### config.mk
export PLATFORM = sky130hd
export DESIGN_NAME = gpio_portset
export DESIGN_NICKNAME = d
export VERILOG_FILES = /design/src/rtl/gpio_pkg.sv /design/src/rtl/gpio_sync.sv /design/src/rtl/gpio_port.sv /design/src/rtl/gpio_outport.sv /design/src/rtl/gpio_portset.sv
export SDC_FILE = /design/constraint.sdc
export NUM_CORES = 1
export LEC_CHECK = 0
export ABC_CLOCK_PERIOD_IN_PS = 2250
export CAP_MARGIN = 10
export CORE_ASPECT_RATIO = 1.4
export CORE_MARGIN = 4
export CORE_UTILIZATION = 47
export DETAILED_ROUTE_END_ITERATION = 12
export GPL_TIMING_DRIVEN = 0
export HOLD_SLACK_MARGIN = 0.05
export PLACE_DENSITY = 0.84
export REMOVE_ABC_BUFFERS = 1
export SYNTH_ARGS = -nofsm -noshare
export SYNTH_HDL_FRONTEND = slang
export SYNTH_SLANG_ARGS = --single-unit
### constraint.sdc
create_clock -name clk -period 2.25 [get_ports clk]
set_clock_uncertainty 0.2 [all_clocks]
set_input_delay 0.675 -clock clk [delete_from_list [all_inputs] [get_ports clk]]
set_output_delay 0.675 -clock clk [all_outputs]
set_load 0.005 [all_outputs]
### src/rtl/gpio_pkg.sv
package gpio_pkg;
  parameter int ADDR_W = 4;
  parameter int DATA_W = 8;

  localparam logic [ADDR_W-1:0] A_CFG = 4'h0;
  localparam logic [ADDR_W-1:0] A_DAT = 4'h1;
  localparam logic [ADDR_W-1:0] A_PIN = 4'h2;
  localparam logic [ADDR_W-1:0] B_CFG = 4'h4;
  localparam logic [ADDR_W-1:0] B_DAT = 4'h5;
  localparam logic [ADDR_W-1:0] B_PIN = 4'h6;
  localparam logic [ADDR_W-1:0] D_DAT = 4'h8;

  typedef enum logic [2:0] {
    SEL_NONE, SEL_A_CFG, SEL_A_DAT, SEL_A_PIN,
    SEL_B_CFG, SEL_B_DAT, SEL_B_PIN, SEL_D_DAT
  } reg_sel_e;
endpackage

### src/rtl/gpio_sync.sv
module gpio_sync #(
  parameter int W = 8
) (
  input  logic         clk,
  input  logic         rst_n,
  input  logic [W-1:0] async_in,
  output logic [W-1:0] sync_out
);
  logic [W-1:0] stage1_q, stage2_q;

  always_ff @(posedge clk or negedge rst_n) begin
    if (!rst_n) begin
      stage1_q <= '0;
      stage2_q <= '0;
    end else begin
      stage1_q <= async_in;
      stage2_q <= stage1_q;
    end
  end

  assign sync_out = stage2_q;
endmodule

### src/rtl/gpio_port.sv
module gpio_port #(
  parameter int W       = 8,
  parameter bit SPECIAL = 1'b0
) (
  input  logic         clk,
  input  logic         rst_n,
  input  logic         cfg_we,
  input  logic         dat_we,
  input  logic [W-1:0] wdata,
  input  logic [W-1:0] pad_in,
  output logic [W-1:0] cfg_rd,
  output logic [W-1:0] dat_rd,
  output logic [W-1:0] pin_rd,
  output logic [W-1:0] pad_oe,
  output logic [W-1:0] pad_out,
  output logic [W-1:0] pad_pu,
  output logic         halt_pulse,
  output logic         idle_pulse,
  output logic         alt_phase,
  output logic         start_dly
);
  // bits that behave as ordinary pins (top two are repurposed on the special port)
  localparam logic [W-1:0] PIN_MASK = SPECIAL ? {2'b00, {(W-2){1'b1}}} : {W{1'b1}};

  logic [W-1:0] cfg_q, dat_q;

  always_ff @(posedge clk or negedge rst_n) begin
    if (!rst_n) cfg_q <= '0;
    else if (cfg_we) cfg_q <= wdata;
  end

  always_ff @(posedge clk or negedge rst_n) begin
    if (!rst_n) dat_q <= '0;
    else if (dat_we) dat_q <= wdata & PIN_MASK;
  end

  gpio_sync #(.W(W)) u_sync (
    .clk      (clk),
    .rst_n    (rst_n),
    .async_in (pad_in),
    .sync_out (pin_rd)
  );

  // joint decode of the configuration and data bits per pin
  always_comb begin
    pad_oe  = cfg_q & PIN_MASK;
    pad_out = cfg_q & dat_q;
    pad_pu  = ~cfg_q & dat_q;
  end

  assign cfg_rd = cfg_q;
  assign dat_rd = dat_q;

  generate
    if (SPECIAL) begin : g_special
      logic halt_q, idle_q;
      always_ff @(posedge clk or negedge rst_n) begin
        if (!rst_n) begin
          halt_q <= 1'b0;
          idle_q <= 1'b0;
        end else begin
          halt_q <= dat_we & wdata[W-1];
          idle_q <= dat_we & wdata[W-2];
        end
      end
      assign halt_pulse = halt_q;
      assign idle_pulse = idle_q;
      assign alt_phase  = cfg_q[W-2];
      assign start_dly  = cfg_q[W-1];

      // a halt pulse only follows a data write with the top bit set
      p_halt_src_r8: assert property (@(posedge clk) disable iff (!rst_n)
        halt_pulse |-> $past(dat_we && wdata[W-1]));
      // an idle pulse only follows a data write with bit 6 set
      p_idle_src_r8: assert property (@(posedge clk) disable iff (!rst_n)
        idle_pulse |-> $past(dat_we && wdata[W-2]));
    end else begin : g_plain
      assign halt_pulse = 1'b0;
      assign idle_pulse = 1'b0;
      assign alt_phase  = 1'b0;
      assign start_dly  = 1'b0;
    end
  endgenerate

  // configuration only changes on a write
  p_cfg_hold_r4: assert property (@(posedge clk) disable iff (!rst_n)
    !cfg_we |=> $stable(cfg_rd));
  // data only changes on a write
  p_dat_hold_r4: assert property (@(posedge clk) disable iff (!rst_n)
    !dat_we |=> $stable(dat_rd));
endmodule

### src/rtl/gpio_outport.sv
module gpio_outport #(
  parameter int W = 8
) (
  input  logic         clk,
  input  logic         rst_n,
  input  logic         dat_we,
  input  logic [W-1:0] wdata,
  output logic [W-1:0] dat_rd
);
  logic [W-1:0] dat_q;

  always_ff @(posedge clk or negedge rst_n) begin
    if (!rst_n) dat_q <= '1;
    else if (dat_we) dat_q <= wdata;
  end

  assign dat_rd = dat_q;

  // leaving reset, the output port holds all ones
  p_preset_r11: assert property (@(posedge clk) disable iff (!rst_n)
    $rose(rst_n) |-> (dat_rd == {W{1'b1}}));
endmodule

### src/rtl/gpio_portset.sv
module gpio_portset
  import gpio_pkg::*;
(
  input  logic              clk,
  input  logic              rst_n,
  input  logic              req_valid,
  output logic              req_ready,
  input  logic              req_write,
  input  logic [ADDR_W-1:0] req_addr,
  input  logic [DATA_W-1:0] req_wdata,
  output logic              rsp_valid,
  output logic [DATA_W-1:0] rsp_rdata,
  input  logic [DATA_W-1:0] a_pad_in,
  output logic [DATA_W-1:0] a_pad_oe,
  output logic [DATA_W-1:0] a_pad_out,
  output logic [DATA_W-1:0] a_pad_pu,
  input  logic [DATA_W-1:0] b_pad_in,
  output logic [DATA_W-1:0] b_pad_oe,
  output logic [DATA_W-1:0] b_pad_out,
  output logic [DATA_W-1:0] b_pad_pu,
  output logic [DATA_W-1:0] d_out,
  output logic              halt_req,
  output logic              idle_req,
  output logic              sk_alt_phase,
  output logic              clk_start_delay
);
  reg_sel_e sel;
  logic wr, rd;
  logic [DATA_W-1:0] a_cfg, a_dat, a_pin, b_cfg, b_dat, b_pin, d_dat, rd_mux;
  logic a_halt_nc, a_idle_nc, a_alt_nc, a_dly_nc;

  assign req_ready = 1'b1;
  assign wr = req_valid & req_write;
  assign rd = req_valid & ~req_write;

  always_comb begin
    unique case (req_addr)
      A_CFG:   sel = SEL_A_CFG;
      A_DAT:   sel = SEL_A_DAT;
      A_PIN:   sel = SEL_A_PIN;
      B_CFG:   sel = SEL_B_CFG;
      B_DAT:   sel = SEL_B_DAT;
      B_PIN:   sel = SEL_B_PIN;
      D_DAT:   sel = SEL_D_DAT;
      default: sel = SEL_NONE;
    endcase
  end

  gpio_port #(.W(DATA_W), .SPECIAL(1'b0)) u_port_a (
    .clk(clk), .rst_n(rst_n),
    .cfg_we(wr && sel == SEL_A_CFG), .dat_we(wr && sel == SEL_A_DAT),
    .wdata(req_wdata), .pad_in(a_pad_in),
    .cfg_rd(a_cfg), .dat_rd(a_dat), .pin_rd(a_pin),
    .pad_oe(a_pad_oe), .pad_out(a_pad_out), .pad_pu(a_pad_pu),
    .halt_pulse(a_halt_nc), .idle_pulse(a_idle_nc),
    .alt_phase(a_alt_nc), .start_dly(a_dly_nc)
  );

  gpio_port #(.W(DATA_W), .SPECIAL(1'b1)) u_port_b (
    .clk(clk), .rst_n(rst_n),
    .cfg_we(wr && sel == SEL_B_CFG), .dat_we(wr && sel == SEL_B_DAT),
    .wdata(req_wdata), .pad_in(b_pad_in),
    .cfg_rd(b_cfg), .dat_rd(b_dat), .pin_rd(b_pin),
    .pad_oe(b_pad_oe), .pad_out(b_pad_out), .pad_pu(b_pad_pu),
    .halt_pulse(halt_req), .idle_pulse(idle_req),
    .alt_phase(sk_alt_phase), .start_dly(clk_start_delay)
  );

  gpio_outport #(.W(DATA_W)) u_port_d (
    .clk(clk), .rst_n(rst_n),
    .dat_we(wr && sel == SEL_D_DAT),
    .wdata(req_wdata), .dat_rd(d_dat)
  );

  assign d_out = d_dat;

  always_comb begin
    unique case (sel)
      SEL_A_CFG: rd_mux = a_cfg;
      SEL_A_DAT: rd_mux = a_dat;
      SEL_A_PIN: rd_mux = a_pin;
      SEL_B_CFG: rd_mux = b_cfg;
      SEL_B_DAT: rd_mux = b_dat;
      SEL_B_PIN: rd_mux = b_pin;
      SEL_D_DAT: rd_mux = d_dat;
      default:   rd_mux = '0;
    endcase
  end

  always_ff @(posedge clk or negedge rst_n) begin
    if (!rst_n) begin
      rsp_valid <= 1'b0;
      rsp_rdata <= '0;
    end else begin
      rsp_valid <= rd;
      if (rd) rsp_rdata <= rd_mux;
    end
  end

  // an answer only follows an accepted read
  p_rsp_src_r5: assert property (@(posedge clk) disable iff (!rst_n)
    rsp_valid |-> $past(req_valid && !req_write));
  // every accepted read is answered in the next cycle
  p_rsp_due_r5: assert property (@(posedge clk) disable iff (!rst_n)
    (req_valid && !req_write) |=> rsp_valid);
endmodule

Yosys cells after proc, flatten, opt, wreduce, memory -nomap -nowiden
Index checks and enable logic that the tools add are counted.
{ "totals": {"in_bits": 32, "regBits": 81, "word_cells": 45} }
{ "classes": {"bitwise_logic": 11, "muxes": 2, "eq_ne": 13, "reduce_logical": 6} }
{ "ops": {"columns": ["op", "n"], "rows": [
  ["$pmux W8 S7", 1],
  ["$pmux W3 S7", 1],
  ["$and A8 B6 Y8", 2],
  ["$and A8 B8 Y8", 2],
  ["$not A8 Y8", 2],
  ["$eq A3 B3 Y1 const B", 4],
  ["$eq A4 B3 Y1 const B", 3],
  ["$eq A3 B2 Y1 const B", 2],
  ["$logic_and A1 B1 Y1", 5],
  ["$and A1 B1 Y1", 4],
  ["$eq A4 B1 Y1 const B", 1],
  ["$eq A4 B2 Y1 const B", 1],
  ["$eq A4 B4 Y1 const B", 1],
  ["$logic_not A4 Y1", 1],
  ["$eq A3 B1 Y1 const B", 1],
  ["$not A1 Y1", 1]
]} }

Logic depth before layout (Yosys ltp)
{ "logic_depth": {"depth_word": 5, "depth_mapped": 6} }

Hierarchy
A second synthesis with hierarchy kept.
{ "hier_totals": {"hier_cells": 277, "hier_area_um2": 3706.1} }
{ "modules_own_cells": {"columns": ["module", "cells_per_inst", "seq_area_each_um2", "area_each_um2", "instances"], "rows": [
  ["gpio_portset", 102, 225.2, 862.1, 1],
  ["gpio_port at u_port_a", 63, 400.4, 857.1, 1],
  ["gpio_port at u_port_b", 63, 400.4, 844.6, 1],
  ["gpio_sync", 16, 400.4, 400.4, 2],
  ["gpio_outport", 17, 210.2, 341.6, 1]
]} }

Least setup slack after synthesis
OpenSTA, ideal clock, no wires.
{ "synth_timing": {"path_type": "input to register", "from": "input port req_addr[2]", "to": "register rsp_rdata[4]", "arrival_ns": 1.662, "slack_ns": 0.267, "path_stages": 3, "path_cell_list": "mux4_2 -> a221o_1 -> a22o_1"} }
{ "synth_via": {"elab_chain_cells": 4} }
{ "synth_rtl": {"columns": ["item", "line", "text"], "rows": [
  ["from (decl)", "gpio_portset.sv:9", "input logic [ADDR_W-1:0] req_addr,"],
  ["$eq A4 B4 Y1 (tied with other cells)", "gpio_portset.sv:37", "unique case (req_addr)"],
  ["$pmux W3 S7 *", "gpio_portset.sv:37", null],
  ["$eq A3 B3 Y1 (tied with other cells)", "gpio_portset.sv:78", "unique case (sel)"],
  ["$pmux W8 S7 *", "gpio_portset.sv:78", null],
  ["to (signal assigned)", "gpio_portset.sv:96", "if (rd) rsp_rdata <= rd_mux;"],
  ["to (decl)", "gpio_portset.sv:12", "output logic [DATA_W-1:0] rsp_rdata,"]
]} }
Every way passes the cells marked *; elsewhere a longest branch is shown, timed or not.
A chain may end at the register's enable or synchronous reset.

Worst setup path in the final report
{ "layout_timing": {"from": "register u_port_a.cfg_q[0], in the netlist u_port_a.cfg_rd[0]", "to": "output port a_pad_out[0]"} }
{ "layout_via": {"elab_chain_cells": 1} }
{ "layout_rtl": {"columns": ["item", "line", "text"], "rows": [
  ["from (decl)", "gpio_port.sv:25", "logic [W-1:0] cfg_q, dat_q;"],
  ["from (signal assigned)", "gpio_port.sv:29", "else if (cfg_we) cfg_q <= wdata;"],
  ["$and A8 B8 Y8", "gpio_port.sv:47", "pad_out = cfg_q & dat_q;"],
  ["to (decl)", "gpio_portset.sv:15", "output logic [DATA_W-1:0] a_pad_out,"]
]} }
Every way passes these cells.

==> metrics.txt <==
outcome=completed; largest net degree at the start of global routing=56; worst hold path type=flip-flop to flip-flop; DRC=0; critical path's largest stage delay=0.43 ns; clock transition at the registers of the reported paths=0.08 ns; crit end category=output pin; r2r endpoint=rsp_rdata[4]$_DFFE_PN0P_; PD cells=815 mW/mm^2; CTS H-Tree Depth=3; first-pass GRT wire length=13400 um; Detail Route Antenna Nets=0; Routed wire per std cell=17.4 um; # clock sinks=81; via count=2560; # setup viols final=0; Synth Register Bits=81; CP delay by family, top=flip-flops; relative slew slack=57.8%; worst path cell trace=buf_4 > and2_1 > dlygate4sd2_1; Leak Pwr=2.45 nW; CTS tree=done; cell area after synthesis=0.00339 sq mm; max-slew violation count=0; R2R depth=5; core area=0.00698 sq mm; hold path endpoint=u_port_b.u_sync.sync_out[1]$_DFF_PN0_; total grt overflow=0; share of layout cells above drive strength 1=31.5%; Routability Congestion=0.785; post-layout net count=418; # rows=36; Avg Cell Area, Syn=13.5 sq um; Mapped Cells=252; Min-Delay Startpoint=u_port_b.u_sync.stage1_q[1]$_DFF_PN0_; Synth async-reset ratio=100%; initial antenna violation count=0; # diodes=0; slowest CP cell=dfrtp_1; most frequent cells in the layout=73 x dfrtp_1, 50 x clkdlybuf4s50_1, 42 x buf_4; most common cell after layout, fill and taps aside=dfrtp_1; min cycle time layout=2.21 ns; Arrival @ worst endpoint=1.33 ns; Worst Tran Pin Value=0.633 ns; # IOs=102; worst path bufs/invs=2; number of flops mapped to enable cells by yosys=0; post-synthesis cell type count=40; TritonCTS Buffers=9; Yosys warnings=0; Critical Path RT=1.37 ns; Synth Flop Type=dfrtp_1; RSZ-0062 raised after global routing=true; sequential area share after synthesis=60.1%; hold depth=0; Die Area=0.00866 sq mm; final hold violations=0; DP HPWL=5650 um; final instance area=0.00496 sq mm; Root Driver=clkbuf_8; vias in the first global route=2630; Post-Route Utilization=71.0%; Starting Density=48.6%; # port buffers=94; Critical R2R Launch=u_port_b.cfg_rd[4]$_DFFE_PN0P_; worst-path maximum fanout=3; via/cell ratio=5.27; Starting DRT DRC Count=163; Die Height=109 um; kind of critical path=flip-flop to output pin; fin crit share=98.1%; final worst slack=0.0420 ns; Setup TNS Final=0 ns; placed inst area=0.00439 sq mm; die width=79.8 um; max_cap viols=0; Post-Route WL=8450 um; Clock Tree Buf Depth=2; Skew-Pair Late Insertion Delay=0.35 ns; Max Freq=0.453 GHz; pre-CTS WS=-1.38 ns; gr usage total=20.6%; peak supply drop=0.000597 V; drt first pass iters=4; Area growth, synth to finish=46.1%; Worst Setup Start Kind=flip-flop; flop-to-flop setup slack=0.26 ns
[where the power goes]
| group | total [mW] | internal, mW | switching [mW] | leakage, nW |
|---|---|---|---|---|
| Combinational | 0.964 | 0.616 | 0.348 | 1.33 |
| Sequential | 1.78 | 1.65 | 0.126 | 0.990 |
| Clock | 1.30 | 0.773 | 0.524 | 0.127 |
| Total | 4.04 | 3.04 | 0.999 | 2.45 |
[metrics by stage]
stage               hold WS [ns]  power, mW  std cells
floorplan                  0.131       2.08        239
global placement           0.133       2.60        428
detailed placement         0.136       2.63        429
CTS                        0.152       4.03        483
global route               0.156       4.22        486
finish                     0.151       4.04        486
[cells by family (layout without fill, tap and decap cells)]
kind of cell           Yosys count  count (layout)  share of synthesized area [%]
AOI/OAI and AO/OA               35              35                           7.41
and+or+nand+nor                 62              62                           11.7
other                            2               7                          0.221
buffers and inverters           20             154                           3.43
DFF                             81              81                           60.1
muxes                           52              52                           17.2
[synth_stat cells (3+ instances only)]
cell | instances | share of area (%)
nand3b_1 | 4 | 0.89
buf_4 | 9 | 2.0
dfrtp_1 | 73 | 54
mux2i_1 | 12 | 3.5
a22o_1 | 6 | 1.5
nor2b_1 | 17 | 3.1
nand2_1 | 6 | 0.66
a21oi_1 | 4 | 0.59
buf_2 | 6 | 0.89
o22ai_1 | 4 | 0.74
dfstp_2 | 8 | 6.2
and2_1 | 16 | 3.0
mux2_2 | 39 | 13
a22oi_1 | 5 | 1.1
nor2_1 | 3 | 0.33
nand3_1 | 3 | 0.44
a32oi_1 | 3 | 0.77
clkbuf_1 | 3 | 0.33
o21ai_0 | 6 | 0.89
[worst reg2reg max path: stages (launching register included)]
cell and delay, ns:
dfrtp_1 0.40, buf_4 0.14, buf_4 0.13, mux4_2 0.44, a221o_1 0.37, a22o_1 0.20
[cell type report]
cell class	instances	area, sq um
Tap cell	95	119
Inverter	2	7.51
Clock buffer	10	138
Sequential cell	81	2040
Fill cell	484	2020
Timing Repair Buffer	136	1250
Clock inverter	6	113
Multi-Input combinational cell	156	1300
[how the worst max path moves through the flow]
| stage | startpoint | end | depth (start not counted) | slack [ns] |
|---|---|---|---|---|
| after floorplan | req_addr[2] | rsp_rdata[4]$_DFFE_PN0P_ | 3 | 0.27 |
| after global placement | rst_n | u_port_b.u_sync.stage1_q[4]$_DFF_PN0_ | 1 | -2.33 |
| after detailed placement | req_addr[2] | u_port_b.cfg_rd[7]$_DFFE_PN0P_ | 4 | -1.38 |
| after CTS | u_port_a.cfg_rd[0]$_DFFE_PN0P_ | a_pad_pu[0] | 2 | 0.0007 |
| after global routing | u_port_a.cfg_rd[0]$_DFFE_PN0P_ | a_pad_out[0] | 3 | -0.02 |
| final | u_port_a.cfg_rd[0]$_DFFE_PN0P_ | a_pad_out[0] | 3 | 0.04 |
[layer usage]
metal / part of all wire (%) / wire, um / global-route usage, % / vias up
met4: 3.2 / 269 / 10.5 / 0
met1: 38 / 3250 / 25.2 / 1284
met3: 4.5 / 378 / 4.25 / 22
met5: 0 / 0 / 0 / -
li1: - / - / - / 1160
met2: 54 / 4560 / 34.4 / 94
[state kept, by name, indices dropped and copies added, names as in the netlist]
| register | count |
|---|---|
| u_port_a.cfg_rd | 8 |
| u_port_b.cfg_rd | 8 |
| u_port_b.idle_pulse | 1 |
| u_port_b.u_sync.sync_out | 8 |
| u_port_b.halt_pulse | 1 |
| u_port_a.u_sync.sync_out | 8 |
| u_port_b.dat_rd | 6 |
| rsp_valid | 1 |
| u_port_a.u_sync.stage1_q | 8 |
| rsp_rdata | 8 |
| u_port_d.dat_rd | 8 |
| u_port_b.u_sync.stage1_q | 8 |
| u_port_a.dat_rd | 8 |
[timing repair]
| action | CTS | global route |
|---|---|---|
| hold buffers | 1 | 0 |
| setup endpoints to repair | 84 | 20 |
| hold endpoints to repair | 22 | 0 |
| pin swaps | 1 | 0 |
| setup buffers | 37 | 3 |
| gates resized for setup | 43 | 19 |
No activity file was read; power rests on OpenSTA's default activity.
